**src/rtl/ee_twi_pkg.sv**
```systemverilog
package ee_twi_pkg;

    localparam int BYTE_W = 8;

    typedef enum logic [2:0] {
        ST_IDLE,
        ST_DEV,
        ST_WORD,
        ST_DATA,
        ST_ACK,
        ST_TX,
        ST_RACK
    } ee_state_e;

    typedef struct packed {
        logic scl;
        logic sda;
        logic rise;
        logic fall;
        logic start;
        logic stop;
    } bus_ev_t;

    // device word check: fixed marker, two straps as given, middle one inverted
    function automatic logic dev_match(input logic [BYTE_W-1:0] w, input logic [2:0] strap);
        return w[7] && (w[6] == strap[2]) && (w[5] == ~strap[1]) && (w[4] == strap[0]);
    endfunction

endpackage

```
**src/rtl/ee_bus_sync.sv**
```systemverilog
module ee_bus_sync
    import ee_twi_pkg::*;
#(
    parameter int STAGES = 2
) (
    input  logic    clk,
    input  logic    rst,
    input  logic    scl_i,
    input  logic    sda_i,
    output bus_ev_t ev
);
    logic [STAGES-1:0] scl_q, sda_q;
    logic              scl_p, sda_p;
    logic              scl_s, sda_s;

    always_ff @(posedge clk) begin
        if (rst) begin
            scl_q <= '1;
            sda_q <= '1;
            scl_p <= 1'b1;
            sda_p <= 1'b1;
        end else begin
            scl_q <= {scl_q[STAGES-2:0], scl_i};
            sda_q <= {sda_q[STAGES-2:0], sda_i};
            scl_p <= scl_s;
            sda_p <= sda_s;
        end
    end

    assign scl_s = scl_q[STAGES-1];
    assign sda_s = sda_q[STAGES-1];

    always_comb begin
        ev.scl   = scl_s;
        ev.sda   = sda_s;
        ev.rise  = scl_s & ~scl_p;
        ev.fall  = ~scl_s & scl_p;
        ev.start = scl_s & scl_p & sda_p & ~sda_s;
        ev.stop  = scl_s & scl_p & ~sda_p & sda_s;
    end

endmodule

```
**src/rtl/ee_addr_ctr.sv**
```systemverilog
module ee_addr_ctr #(
    parameter int ADDR_W = 11,
    parameter int PAGE_W = 4
) (
    input  logic              clk,
    input  logic              rst,
    input  logic              ld,
    input  logic [ADDR_W-1:0] ld_val,
    input  logic              inc_rd,
    input  logic              inc_wr,
    output logic [ADDR_W-1:0] addr
);
    localparam int ROW_W = ADDR_W - PAGE_W;

    logic [ROW_W-1:0]  row;
    logic [PAGE_W-1:0] col;

    assign row = addr[ADDR_W-1:PAGE_W];
    assign col = addr[PAGE_W-1:0];

    always_ff @(posedge clk) begin
        if (rst)         addr <= '0;
        else if (ld)     addr <= ld_val;
        else if (inc_rd) addr <= addr + 1'b1;            // whole-array wrap
        else if (inc_wr) addr <= {row, col + 1'b1};      // wrap inside page
    end

endmodule

```
**src/rtl/ee_twi_slave.sv**
```systemverilog
module ee_twi_slave
    import ee_twi_pkg::*;
#(
    parameter int ADDR_W      = 11,
    parameter int PAGE_W      = 4,
    parameter int SYNC_STAGES = 2
) (
    input  logic              clk,
    input  logic              rst,
    input  logic              scl_i,
    input  logic              sda_i,
    input  logic [2:0]        strap,
    output logic              sda_oe,
    output logic [ADDR_W-1:0] mem_addr,
    input  logic [7:0]        mem_rdata,
    output logic              mem_we,
    output logic [7:0]        mem_wdata,
    output logic              wr_commit,
    input  logic              wr_busy
);
    localparam int BLK_W = ADDR_W - BYTE_W;

    bus_ev_t            ev;
    ee_state_e          st, ack_nxt;
    logic [3:0]         cnt;
    logic [BYTE_W-1:0]  shreg;
    logic [BLK_W-1:0]   blk_q;
    logic               have_data;
    logic               mack;
    logic               ctr_ld, rd_inc;
    logic [ADDR_W-1:0]  ld_val;

    ee_bus_sync #(.STAGES(SYNC_STAGES)) u_sync (
        .clk   (clk),
        .rst   (rst),
        .scl_i (scl_i),
        .sda_i (sda_i),
        .ev    (ev)
    );

    // write strobe advances the counter one cycle later, so mem_addr is valid with mem_we
    ee_addr_ctr #(.ADDR_W(ADDR_W), .PAGE_W(PAGE_W)) u_ctr (
        .clk    (clk),
        .rst    (rst),
        .ld     (ctr_ld),
        .ld_val (ld_val),
        .inc_rd (rd_inc),
        .inc_wr (mem_we),
        .addr   (mem_addr)
    );

    always_ff @(posedge clk) begin
        if (rst) begin
            st        <= ST_IDLE;
            ack_nxt   <= ST_IDLE;
            cnt       <= '0;
            shreg     <= '0;
            blk_q     <= '0;
            have_data <= 1'b0;
            mack      <= 1'b0;
            sda_oe    <= 1'b0;
            mem_we    <= 1'b0;
            mem_wdata <= '0;
            wr_commit <= 1'b0;
            ctr_ld    <= 1'b0;
            ld_val    <= '0;
            rd_inc    <= 1'b0;
        end else begin
            mem_we    <= 1'b0;
            wr_commit <= 1'b0;
            ctr_ld    <= 1'b0;
            rd_inc    <= 1'b0;
            if (ev.start) begin
                st        <= ST_DEV;
                cnt       <= '0;
                sda_oe    <= 1'b0;
                have_data <= 1'b0;
            end else if (ev.stop) begin
                // clean end only if at most the stop's own setup bit was shifted
                if (st == ST_DATA && have_data && cnt <= 4'd1)
                    wr_commit <= 1'b1;
                st        <= ST_IDLE;
                sda_oe    <= 1'b0;
                have_data <= 1'b0;
            end else if (ev.rise) begin
                unique case (st)
                    ST_DEV, ST_WORD, ST_DATA: if (cnt < 4'd8) begin
                        shreg <= {shreg[BYTE_W-2:0], ev.sda};
                        cnt   <= cnt + 4'd1;
                    end
                    ST_TX:   if (cnt < 4'd8) cnt <= cnt + 4'd1;
                    ST_RACK: mack <= ~ev.sda;
                    default: ;
                endcase
            end else if (ev.fall) begin
                unique case (st)
                    ST_DEV: if (cnt == 4'd8) begin
                        if (dev_match(shreg, strap) && !wr_busy) begin
                            sda_oe  <= 1'b1;
                            blk_q   <= shreg[BLK_W:1];
                            ack_nxt <= shreg[0] ? ST_TX : ST_WORD;
                            st      <= ST_ACK;
                        end else begin
                            st <= ST_IDLE;
                        end
                    end
                    ST_WORD: if (cnt == 4'd8) begin
                        sda_oe  <= 1'b1;
                        ctr_ld  <= 1'b1;
                        ld_val  <= {blk_q, shreg};
                        ack_nxt <= ST_DATA;
                        st      <= ST_ACK;
                    end
                    ST_DATA: if (cnt == 4'd8) begin
                        sda_oe    <= 1'b1;
                        mem_we    <= 1'b1;
                        mem_wdata <= shreg;
                        have_data <= 1'b1;
                        ack_nxt   <= ST_DATA;
                        st        <= ST_ACK;
                    end
                    ST_ACK: begin
                        cnt <= '0;
                        st  <= ack_nxt;
                        if (ack_nxt == ST_TX) begin
                            shreg  <= mem_rdata;
                            sda_oe <= ~mem_rdata[BYTE_W-1];
                            rd_inc <= 1'b1;
                        end else begin
                            sda_oe <= 1'b0;
                        end
                    end
                    ST_TX: begin
                        if (cnt == 4'd8) begin
                            sda_oe <= 1'b0;
                            st     <= ST_RACK;
                        end else begin
                            shreg  <= {shreg[BYTE_W-2:0], 1'b0};
                            sda_oe <= ~shreg[BYTE_W-2];
                        end
                    end
                    ST_RACK: begin
                        if (mack) begin
                            cnt    <= '0;
                            shreg  <= mem_rdata;
                            sda_oe <= ~mem_rdata[BYTE_W-1];
                            rd_inc <= 1'b1;
                            st     <= ST_TX;
                        end else begin
                            st <= ST_IDLE;
                        end
                    end
                    default: ;
                endcase
            end
        end
    end

    // the data line is only touched while the synchronised clock line is low
    p_oe_scl_low_r2: assert property (@(posedge clk) disable iff (rst)
        !$stable(sda_oe) |-> !ev.scl);

    // each received byte gives exactly one strobe cycle
    p_we_single_r5: assert property (@(posedge clk) disable iff (rst)
        mem_we |=> !mem_we);

    // after a strobe the counter row is kept and the column steps by one
    p_page_wrap_r6: assert property (@(posedge clk) disable iff (rst)
        mem_we |=> (mem_addr[ADDR_W-1:PAGE_W] == $past(mem_addr[ADDR_W-1:PAGE_W]))
                && (mem_addr[PAGE_W-1:0] == PAGE_W'($past(mem_addr[PAGE_W-1:0]) + 1'b1)));

    // commit is a single-cycle pulse
    p_commit_pulse_r7: assert property (@(posedge clk) disable iff (rst)
        wr_commit |=> !wr_commit);

    // no device-word acknowledge while programming is busy
    p_no_ack_busy_r11: assert property (@(posedge clk) disable iff (rst)
        ($rose(sda_oe) && $past(st) == ST_DEV) |-> !$past(wr_busy));

endmodule

```
**config.mk**
```make
export PLATFORM = sky130hd
export DESIGN_NAME = ee_twi_slave
export DESIGN_NICKNAME = d
export VERILOG_FILES = /design/src/rtl/ee_twi_pkg.sv /design/src/rtl/ee_bus_sync.sv /design/src/rtl/ee_addr_ctr.sv /design/src/rtl/ee_twi_slave.sv
export SDC_FILE = /design/constraint.sdc
export NUM_CORES = 1
export LEC_CHECK = 0
export BUFFER_PORTS_ARGS = -buffer_cell sky130_fd_sc_hd__clkbuf_2
export CORE_UTILIZATION = 30
export DETAILED_ROUTE_END_ITERATION = 12
export PLACE_DENSITY = 0.44
export SYNTH_ARGS = -nofsm -noshare
export SYNTH_HDL_FRONTEND = slang
export SYNTH_SLANG_ARGS = --single-unit
```
**constraint.sdc**
```tcl
create_clock -name clk -period 3.62 [get_ports clk]
set_input_delay 0.362 -clock clk [delete_from_list [all_inputs] [get_ports clk]]
set_output_delay 0.362 -clock clk [all_outputs]
set_load 0.02 [all_outputs]
```
==> results of run 1 <==
## synthesized netlist by cell type (all sizes together), types with 2 or more instances
cell | count | share of area (%)
xor2 | 8 | 2.2
nor3 | 13 | 2.4
nor4 | 2 | 0.88
o21a | 4 | 0.96
a221oi | 2 | 0.56
inv | 15 | 1.8
a31o | 9 | 2.5
and3 | 2 | 0.40
ha | 7 | 2.8
and2 | 3 | 0.68
o22ai | 3 | 0.60
nand4b | 3 | 1.2
buf | 8 | 1.5
dfxtp | 64 | 41
clkbuf | 9 | 1.1
o21ai | 16 | 2.6
or2 | 5 | 1.0
nor2b | 5 | 1.0
nand2 | 18 | 2.2
a211oi | 4 | 1.3
nand2b | 7 | 1.6
nor3b | 3 | 1.0
mux2i | 34 | 11
nand4 | 3 | 0.60
xnor2 | 4 | 1.1
a21oi | 20 | 3.7
nand3 | 7 | 1.1
nor2 | 48 | 5.8
nand3b | 6 | 1.4
## area by class of cell
class / instances / area [µm²]
Timing Repair Buffer: 40 / 208
Clock buffer: 10 / 138
Sequential cell: 64 / 1280
Clock inverter: 5 / 33.8
Tap cell: 133 / 166
Multi-Input combinational cell: 250 / 1710
Inverter: 15 / 56.3
Fill cell: 1040 / 6360
## where the power goes
part           leakage, nW  switching (mW)  internal [mW]  total, mW
Clock               0.0841           0.284          0.262      0.546
Sequential           0.517         0.00554          0.707      0.713
Combinational        0.770          0.0381         0.0237     0.0617
## logic make-up (layout without fill, tap and decap cells)
logic type | Yosys count | count (layout) | share of synthesized area [%]
AND/OR/NAND/NOR | 130 | 130 | 22.6
AO/OA/AOI/OAI | 67 | 67 | 15.0
flip-flops | 64 | 64 | 41.0
multiplexers | 34 | 34 | 10.9
buffers and inverters | 32 | 70 | 4.40
XOR/XNOR | 12 | 12 | 3.36
adder cells (fa/ha/maj) | 7 | 7 | 2.80
## worst max-delay path: stages, from the launching register on
cell and delay [ns]:
dfxtp_1 0.37, ha_1 0.61, nor2_1 0.17, a211oi_2 0.25, nand4b_2 0.41, a221oi_1 0.36
a211oi_1 0.08
## layer usage
layer | track usage, % | vias up | part of all wire (%)
li1 | - | 1275 | -
met1 | 20.9 | 1138 | 53
met2 | 21.5 | 42 | 43
met3 | 2.63 | 8 | 3.0
met4 | 5.20 | 0 | 1.1
met5 | 0 | - | 0
## cell usage in the layout (no fill, tap or decap), types with 7 or more instances in the layout
cell,instances
inv_1,15
nor3_1,10
nand3_1,7
ha_1,7
mux2i_1,34
clkbuf_8,10
xor2_1,8
clkbuf_2,37
a31o_1,9
a21oi_1,18
nand2_1,18
dfxtp_1,64
o21ai_0,14
nor2_1,48
## per-stage QoR
stage | hold WS (ns) | util (%) | power [mW] | instances | cell area [µm²]
2_1_floorplan | 0.389 | - | 0.768 | 346 | 3130
3_3_place_gp | 0.392 | 34.4 | 0.791 | 502 | 3430
3_5_place_dp | 0.394 | 34.4 | 0.790 | 502 | 3430
4_1_cts | 0.189 | 36.1 | 1.34 | 517 | 3600
5_1_grt | 0.201 | 36.1 | 1.38 | 517 | 3600
6_report | 0.202 | 36.1 | 1.32 | 517 | 3600
## worst min-delay path by stage
| stage | to | slack, ns |
|---|---|---|
| floorplan | u_sync.scl_q[1] | 0.39 |
| global placement | u_sync.sda_q[1] | 0.39 |
| detailed placement | u_sync.scl_q[1] | 0.39 |
| CTS | u_sync.scl_q[0] | 0.19 |
| global route | u_sync.scl_q[0] | 0.20 |
| finish | u_sync.scl_q[0] | 0.20 |
## flip-flops by register name, indices dropped and copies added (netlist names), 3 cells and up
name and flops:
shreg 8, st 3, u_ctr.addr 11, mem_wdata 8
cnt 4, ld_val 11, blk_q 3, ack_nxt 3
==> results.md, run 1 <==
- Post-DP HPWL: approximately 5.3 mm
- Final wirelength: ~7.6 mm
- Number of different library cells in the post-synthesis netlist: between 50 and 60
- Initial Utilization: 31.4%
- Yosys reg bits: 64
- Post-CTS Setup Inserts: 0
- DRT iter0 DRCs: between 100 and 150
- Area of the die: around 0.011 mm²
- Status: finished clean
- Worst VDD drop: about 0.16 mV
- Mapped Area: about 0.0031 mm²
- First-pass detailed-route iteration total: 4
- Critical path launch point type: register
- Synth Instances: 346
- Initial antenna violation count: 0
- Fin worst setup slack: approximately 1.2 ns
- Tmin final: approximately 2.4 ns
- CTS Buf Count: 9
- I/O Buffers: 37
- Skew final: ~0.0094 ns
- Finish-stage setup viols: 0
- Root Driver: clkbuf_8
- Post-cts sizing count: 0
- Fmax: roughly 0.42 GHz
- R2R depth: 6
- Max-cap violations: 0
- Clock tree buffer depth: 2
- Setup_tns: 0 ns
- Primary FF master, synth: dfxtp_1
- Routed Antenna Nets: 0
- Die height: 104 µm
- Hold path cells: 2
- Pwr per Cell Area: ~370 mW/mm²
- Final hold vios: 0
- Largest net degree at the start of global routing: 38
- Worst Tran Pin Value: 0.957 ns
- Via-to-Cell Ratio: between 4 and 5
- Mean Syn Cell Area: around 9.0 µm²
- Worst-path clk slew: around 0.07 ns
- Yosys warnings: 0
- CTS tree: done
- Total I/O pin count: 38
- Avg WL per Cell: between 10 and 15 µm
- Sink Count: 64
- Hold Path Class: in -> reg
- Area Overhead vs Synth: 15.0%
- Critical Path Start: u_sync.scl_q[1]
- Gr ovfl total: 0
- Async S/R FF share, synth: 0%
- Via count: 2463
- Crit. End Element: register
- RR Startpoint: u_sync.scl_q[1]
- Hold Path Origin: scl_i
- Seq/Total Area, Yosys: 41.0%
- H-tree levels: 3
- DRC errors left: 0
- Clk Latency, worst-skew pair: approximately 0.34 ns
- Critical Path RT: 3.83 ns
- Ant. Diodes: 0
- Vias in the first global route: 2298
- Gp weighted congestion: 0.777
- Core area: 0.00995 mm²
- Layout cell share with drive strength beyond 1: 19.8%
- Site Rows: 36
- Pleak: approximately 1.4 nW
- # nets final: ~400
- First-pass GRT wire length: 12.4 mm
- R2r endpoint: shreg[0]
- CP max FO: 17
- Crit Path Class: reg -> reg
- Fin crit share: 65.7%
- Syn_nets: ~370
- R2R setup slack: 1.24 ns
- Worst Setup EP: shreg[0]
- Total Routing Usage GR: between 10% and 20%
- Max-slew violations: 0
- RSZ-0062 raised after global routing: false
- DP Worst Slack: around 1.2 ns
- Hold buffers post-CTS: 0
- CP arrival: ~2.6 ns
- Max_slew headroom: 35.7%
- Number of synthesized flops with an enable pin: 0
- Chip width: between 100 and 150 µm
Note: power is estimated with default switching activity, not from simulation.
==> inputs of run 2 (changes only) <==
Clock period 3.62 ns to 2.5 ns, I/O delays scaled along.
==> results.md, run 2 (synthesis gave the netlist of run 1 again) <==
- Net switching power: 497 µW (was 328 µW)
- CP arrival: 2.39 ns (was 2.59 ns)
- Hold buffers post-CTS: 0 (unchanged)
- Setup_tns: 0 ns (unchanged)
- DRT iter0 DRCs: 125 (was 133)
- Crit path max-delay family: compound AO/OA/AOI/OAI gates (unchanged)
- Critical path, cell by cell: inv_1, ha_1, and3b_1, o21ai_0, nand4b_2, a221oi_1, a211oi_1 (was ha_1, nor2_1, a211oi_2, nand4b_2, a221oi_1, a211oi_1)
- Most frequent cells in the layout: dfxtp_1, nor2_1, clkbuf_2 (unchanged)
- CTS Buf Count: 9 (unchanged)
- Chip width: 104 µm (unchanged)
- Overall power: 2.15 mW (was 1.32 mW)
- First-pass GRT wire length: 12.8 mm (was 12.4 mm)
- Largest net degree at the start of global routing: 45 (was 38)
- Final hold vios: 0 (unchanged)
- DP Worst Slack: 0.347 ns (was 1.24 ns)
- Pwr per Cell Area: 582 mW/mm² (was 367 mW/mm²)
- Area Overhead vs Synth: 18.1% (was 15.0%)
- Pleak: 1.42 nW (was 1.37 nW)
- Crit Path Class: reg -> reg (unchanged)
- Post-cts sizing count: 0 (unchanged)
- Finish-stage setup viols: 0 (unchanged)
- Core area: 0.00995 mm² (unchanged)
- Clock power share: 47.8% (was 41.4%)
- Leading registers by flop count: ld_val x11, u_ctr.addr x11 (unchanged)
- R2R depth: 7 (was 6)
- Skew final: 0.0121 ns (was 0.00936 ns)
- Vias in the first global route: 2419 (was 2298)
- Switching Share: 23.1% (was 24.8%)
- Critical Path RT: 2.71 ns (was 3.83 ns)
- Via-to-Cell Ratio: 4.82 (was 4.76)
- R2r endpoint: shreg[0] (unchanged)
- Filler cell count in the final layout: 1066 (was 1040)
- Routed Antenna Nets: 0 (unchanged)
- DRC errors left: 0 (unchanged)
- Critical path launch point type: register (unchanged)
- Hold Path Class: in -> reg (unchanged)
- CTS tree: done (unchanged)
- RR Startpoint: cnt[0] (was u_sync.scl_q[1])
- Critical Path Start: cnt[0] (was u_sync.scl_q[1])
- Final wirelength: 7.70 mm (was 7.62 mm)
- Sink Count: 64 (unchanged)
- Hold path cells: 2 (unchanged)
- Max_slew headroom: 49.9% (was 35.7%)
- Total I/O pin count: 38 (unchanged)
- Gp weighted congestion: 0.809 (was 0.777)
- Slowest stage delay, CP: 0.43 ns (was 0.61 ns)
- First-pass detailed-route iteration total: 4 (unchanged)
- Fmax: 0.459 GHz (was 0.420 GHz)
- Gr ovfl total: 0 (unchanged)
- Worst Tran Pin Value: 0.750 ns (was 0.957 ns)
- Int Pwr: 1.65 mW (was 992 µW)
- Status: finished clean (unchanged)
- Site Rows: 36 (unchanged)
- Flop pwr share: 47.9% (was 54.0%)
- Hold Path End: u_sync.scl_q[0] (unchanged)
- Via count: 2523 (was 2463)
- Layout cell share with drive strength beyond 1: 21.0% (was 19.8%)
- RSZ-0062 raised after global routing: false (unchanged)
- Fin worst setup slack: 0.321 ns (was 1.24 ns)
- Clk Latency, worst-skew pair: 0.34 ns (about the same)
- Max-cap violations: 0 (unchanged)
- Post-CTS Setup Inserts: 0 (unchanged)
- H-tree levels: 3 (unchanged)
- Post-DP HPWL: 5.56 mm (was 5.29 mm)
- Total Routing Usage GR: 15.1% (was 14.5%)
- I/O Buffers: 37 (unchanged)
- Area of the die: 0.0108 mm² (unchanged)
- Hold Path Origin: scl_i (unchanged)
- Comb power frac: 4.3% (was 4.7%)
- Avg WL per Cell: 14.7 µm (about the same)
- Initial antenna violation count: 0 (unchanged)
- Crit. End Element: register (unchanged)
- R2R setup slack: 0.32 ns (was 1.24 ns)
- CP max FO: 16 (was 17)
- Slowest CP cell: nand4b_2 (was ha_1)
- Fin crit share: 87.2% (was 65.7%)
- Worst VDD drop: 0.236 mV (was 0.164 mV)
- Commonest non-fill, non-tap cell in the layout: dfxtp_1 (unchanged)
- Worst-path clk slew: 0.07 ns (about the same)
- Tmin final: 2.18 ns (was 2.38 ns)
- Die height: 104 µm (unchanged)
- Initial Utilization: 31.4% (unchanged)
- Ant. Diodes: 0 (unchanged)
- Critical path buffer and inverter count: 1 (was 0)
- Clock tree buffer depth: 2 (unchanged)
- Max-slew violations: 0 (unchanged)
- Placed Area: 0.00346 mm² (was 0.00343 mm²)
- # nets final: 408 (was 403)
- Design area: 0.00369 mm² (was 0.00360 mm²)
- Root Driver: clkbuf_8 (unchanged)
[run 2: how the worst max path moves through the flow]
stage / endpoint / depth (start not counted)
after global routing: shreg[0] / 7
after detailed placement: shreg[0] / 7
final: shreg[0] / 7
after floorplan: shreg[1] / 7
after CTS: shreg[0] / 7
after global placement: shreg[0] / 7
[run 2: final cells by class]
type	count	area (µm²)	area share [%]
Timing Repair Buffer	45	245	6.64
Tap cell	133	166	4.51
Sequential cell	64	1280	34.7
Clock inverter	6	92.6	2.51
Inverter	15	56.3	1.52
Clock buffer	10	138	3.73
Multi-Input combinational cell	250	1710	46.4
[run 2: per-layer routing]
layer  vias to the layer above  wire length [µm]  global-route usage, %
met5                         -                 0                      0
met4                         0               115                   6.43
met3                        10               240                   2.38
met2                        49              3240                   22.1
met1                      1173              4110                   21.7
li1                       1291                 -                      -
[run 2: per-stage QoR]
step	utilization [%]	cells	hold slack (ns)
after floorplan	-	346	0.354
after global placement	34.8	507	0.393
after detailed placement	34.8	507	0.399
after CTS	37.1	523	0.0724
after global routing	37.1	523	0.0815
final	37.1	523	0.0881
[run 2: worst register-to-register path, delay by kind of cell, from the launching register on]
kind	cells	cell delay [ns]
simple gates	2	0.63
buf+inv	1	0.08
compound gates	3	0.70
fa+ha+maj	1	0.23
flops	1	0.41
[run 2: power by group through the flow]
stage	clock network, mW	registers (mW)	logic (mW)
after floorplan	0	1.05	0.0609
after global placement	0	1.05	0.0950
after detailed placement	0	1.05	0.0940
after CTS	1.06	1.03	0.0941
after global routing	1.09	1.03	0.102
final	1.03	1.03	0.0925
==> inputs of run 3 (changes only) <==
Settings changed: CELL_PAD_IN_SITES_DETAIL_PLACEMENT set to 1, CELL_PAD_IN_SITES_GLOBAL_PLACEMENT set to 1, PLACE_DENSITY 0.44 to 0.55, SLEW_MARGIN set to 20.
==> results.md, run 3 (synthesis gave the netlist of run 1 again) <==
- Clk Latency, worst-skew pair: 0.35 ns (was 0.34 ns)
- First-pass detailed-route iteration total: 4 (unchanged)
- CTS Buf Count: 9 (unchanged)
- Critical path buffer and inverter count: 1 (unchanged)
- Worst VDD drop: 0.320 mV (was 0.236 mV)
- Initial Utilization: 31.4% (unchanged)
- Critical Path Start: st[1] (was cnt[0])
- Crit. End Element: register (unchanged)
- Instance count on the critical path: 5 (was 7)
- DP Worst Slack: 0.562 ns (was 0.347 ns)
- # nets final: 413 (was 408)
- Max_slew headroom: 47.1% (was 49.9%)
- I/O Buffers: 37 (unchanged)
- Initial antenna violation count: 0 (unchanged)
- Hold path cells: 2 (unchanged)
- Slowest CP cell: dfxtp_1 (was nand4b_2)
- Root Driver: clkbuf_8 (unchanged)
- Sink Count: 64 (unchanged)
- Critical Path RT: 2.73 ns (was 2.71 ns)
- DP Cell Count: 512 (was 507)
- Via count: 2557 (was 2523)
- Fmax: 0.507 GHz (was 0.459 GHz)
- Ant. Diodes: 0 (unchanged)
- Total I/O pin count: 38 (unchanged)
- Pleak: 1.44 nW (was 1.42 nW)
- CP arrival: 2.20 ns (was 2.39 ns)
- Total Routing Usage GR: 16.4% (was 15.1%)
- Avg WL per Cell: 15.8 µm (was 14.7 µm)
- R2R depth: 5 (was 7)
- Hold Path Origin: scl_i (unchanged)
- Leading registers by flop count: ld_val x11, u_ctr.addr x11 (unchanged)
- Worst-path clk slew: 0.08 ns (was 0.07 ns)
- Fin worst setup slack: 0.527 ns (was 0.321 ns)
- Fin crit share: 78.9% (was 87.2%)
- Die height: 104 µm (unchanged)
- Design area: 0.00370 mm² (was 0.00369 mm²)
- RR Startpoint: st[1] (was cnt[0])
- CP max FO: 12 (was 16)
- Commonest non-fill, non-tap cell in the layout: dfxtp_1 (unchanged)
- DRC errors left: 0 (unchanged)
- Most frequent cells in the layout: dfxtp_1, nor2_1, clkbuf_2 (unchanged)
- Final Non-Filler Cells: 527 (was 523)
- Post-DP HPWL: 6.13 mm (was 5.56 mm)
- Clock tree buffer depth: 2 (unchanged)
- Critical path launch point type: register (unchanged)
- Area Overhead vs Synth: 18.4% (was 18.1%)
- Pwr per Cell Area: 566 mW/mm² (was 582 mW/mm²)
- Setup_tns: 0 ns (unchanged)
- R2R setup slack: 0.53 ns (was 0.32 ns)
- Final hold vios: 0 (unchanged)
- Critical path, cell by cell: nor2b_1, nand2_1, nor3_1, buf_4, nor3b_1 (was inv_1, ha_1, and3b_1, o21ai_0, nand4b_2, a221oi_1, a211oi_1)
- Layout cell share with drive strength beyond 1: 21.6% (was 21.0%)
- Via-to-Cell Ratio: 4.85 (was 4.82)
- Area of the die: 0.0108 mm² (unchanged)
- Final core occ: 37.2% (was 37.1%)
- Largest net degree at the start of global routing: 22 (was 45)
- CTS tree: done (unchanged)
- Gp weighted congestion: 0.799 (was 0.809)
- Routed Antenna Nets: 0 (unchanged)
- Max-cap violations: 0 (unchanged)
- Core area: 0.00995 mm² (unchanged)
- Chip width: 104 µm (unchanged)
- Skew final: 0.0111 ns (was 0.0121 ns)
- H-tree levels: 3 (unchanged)
- Post-CTS Setup Inserts: 0 (unchanged)
- Vias in the first global route: 2538 (was 2419)
- Hold buffers post-CTS: 0 (unchanged)
- Finish-stage setup viols: 0 (unchanged)
- First-pass GRT wire length: 13.7 mm (was 12.8 mm)
- DRT iter0 DRCs: 71 (was 125)
- Crit Path Class: reg -> reg (unchanged)
- RSZ-0062 raised after global routing: false (unchanged)
- Site Rows: 36 (unchanged)
- Tmin final: 1.97 ns (was 2.18 ns)
- Status: finished clean (unchanged)
- Hold Path Class: in -> reg (unchanged)
- Final wirelength: 8.31 mm (was 7.70 mm)
- Slowest stage delay, CP: 0.61 ns (was 0.43 ns)
- Max-slew violations: 0 (unchanged)
- Worst Tran Pin Value: 0.793 ns (was 0.750 ns)
- Placed Area: 0.00350 mm² (was 0.00346 mm²)
- Crit path max-delay family: simple AND/OR/NAND/NOR gates (was compound AO/OA/AOI/OAI gates)
- Post-cts sizing count: 0 (unchanged)
- Gr ovfl total: 0 (unchanged)
## run 3: worst paths after layout
kind                           to
hold reg to reg   u_sync.scl_q[1]
setup / recovery           mem_we
hold / removal    u_sync.scl_q[0]
setup reg to reg           mem_we
## run 3: cell type report
cell class | count | area (µm²)
Fill cell | 1166 | 6250
Multi-Input combinational cell | 250 | 1710
Sequential cell | 64 | 1280
Timing Repair Buffer | 50 | 283
Tap cell | 133 | 166
Clock buffer | 9 | 124
Clock inverter | 6 | 85.1
Inverter | 15 | 56.3
## run 3: metrics by stage
stage | hold WS (ns) | total power [mW]
3_3_place_gp | 0.394 | 1.15
4_1_cts | 0.0723 | 2.14
5_1_grt | 0.0751 | 2.20
3_5_place_dp | 0.398 | 1.15
2_1_floorplan | 0.354 | 1.11
6_report | 0.0898 | 2.10
## run 3: where the power goes
group          leakage [nW]  total [mW]  internal (mW)  switching (mW)
registers             0.517        1.03           1.02         0.00485
clock network         0.101       0.971          0.552           0.419
logic                 0.821      0.0972         0.0382          0.0590
total                  1.44        2.10           1.61           0.483
## run 3: per-layer routing
layer | global-route usage, % | wire length [µm]
met4 | 6.12 | 113
met1 | 24.6 | 4450
met5 | 0 | 0
met2 | 22.4 | 3480
met3 | 3.57 | 266
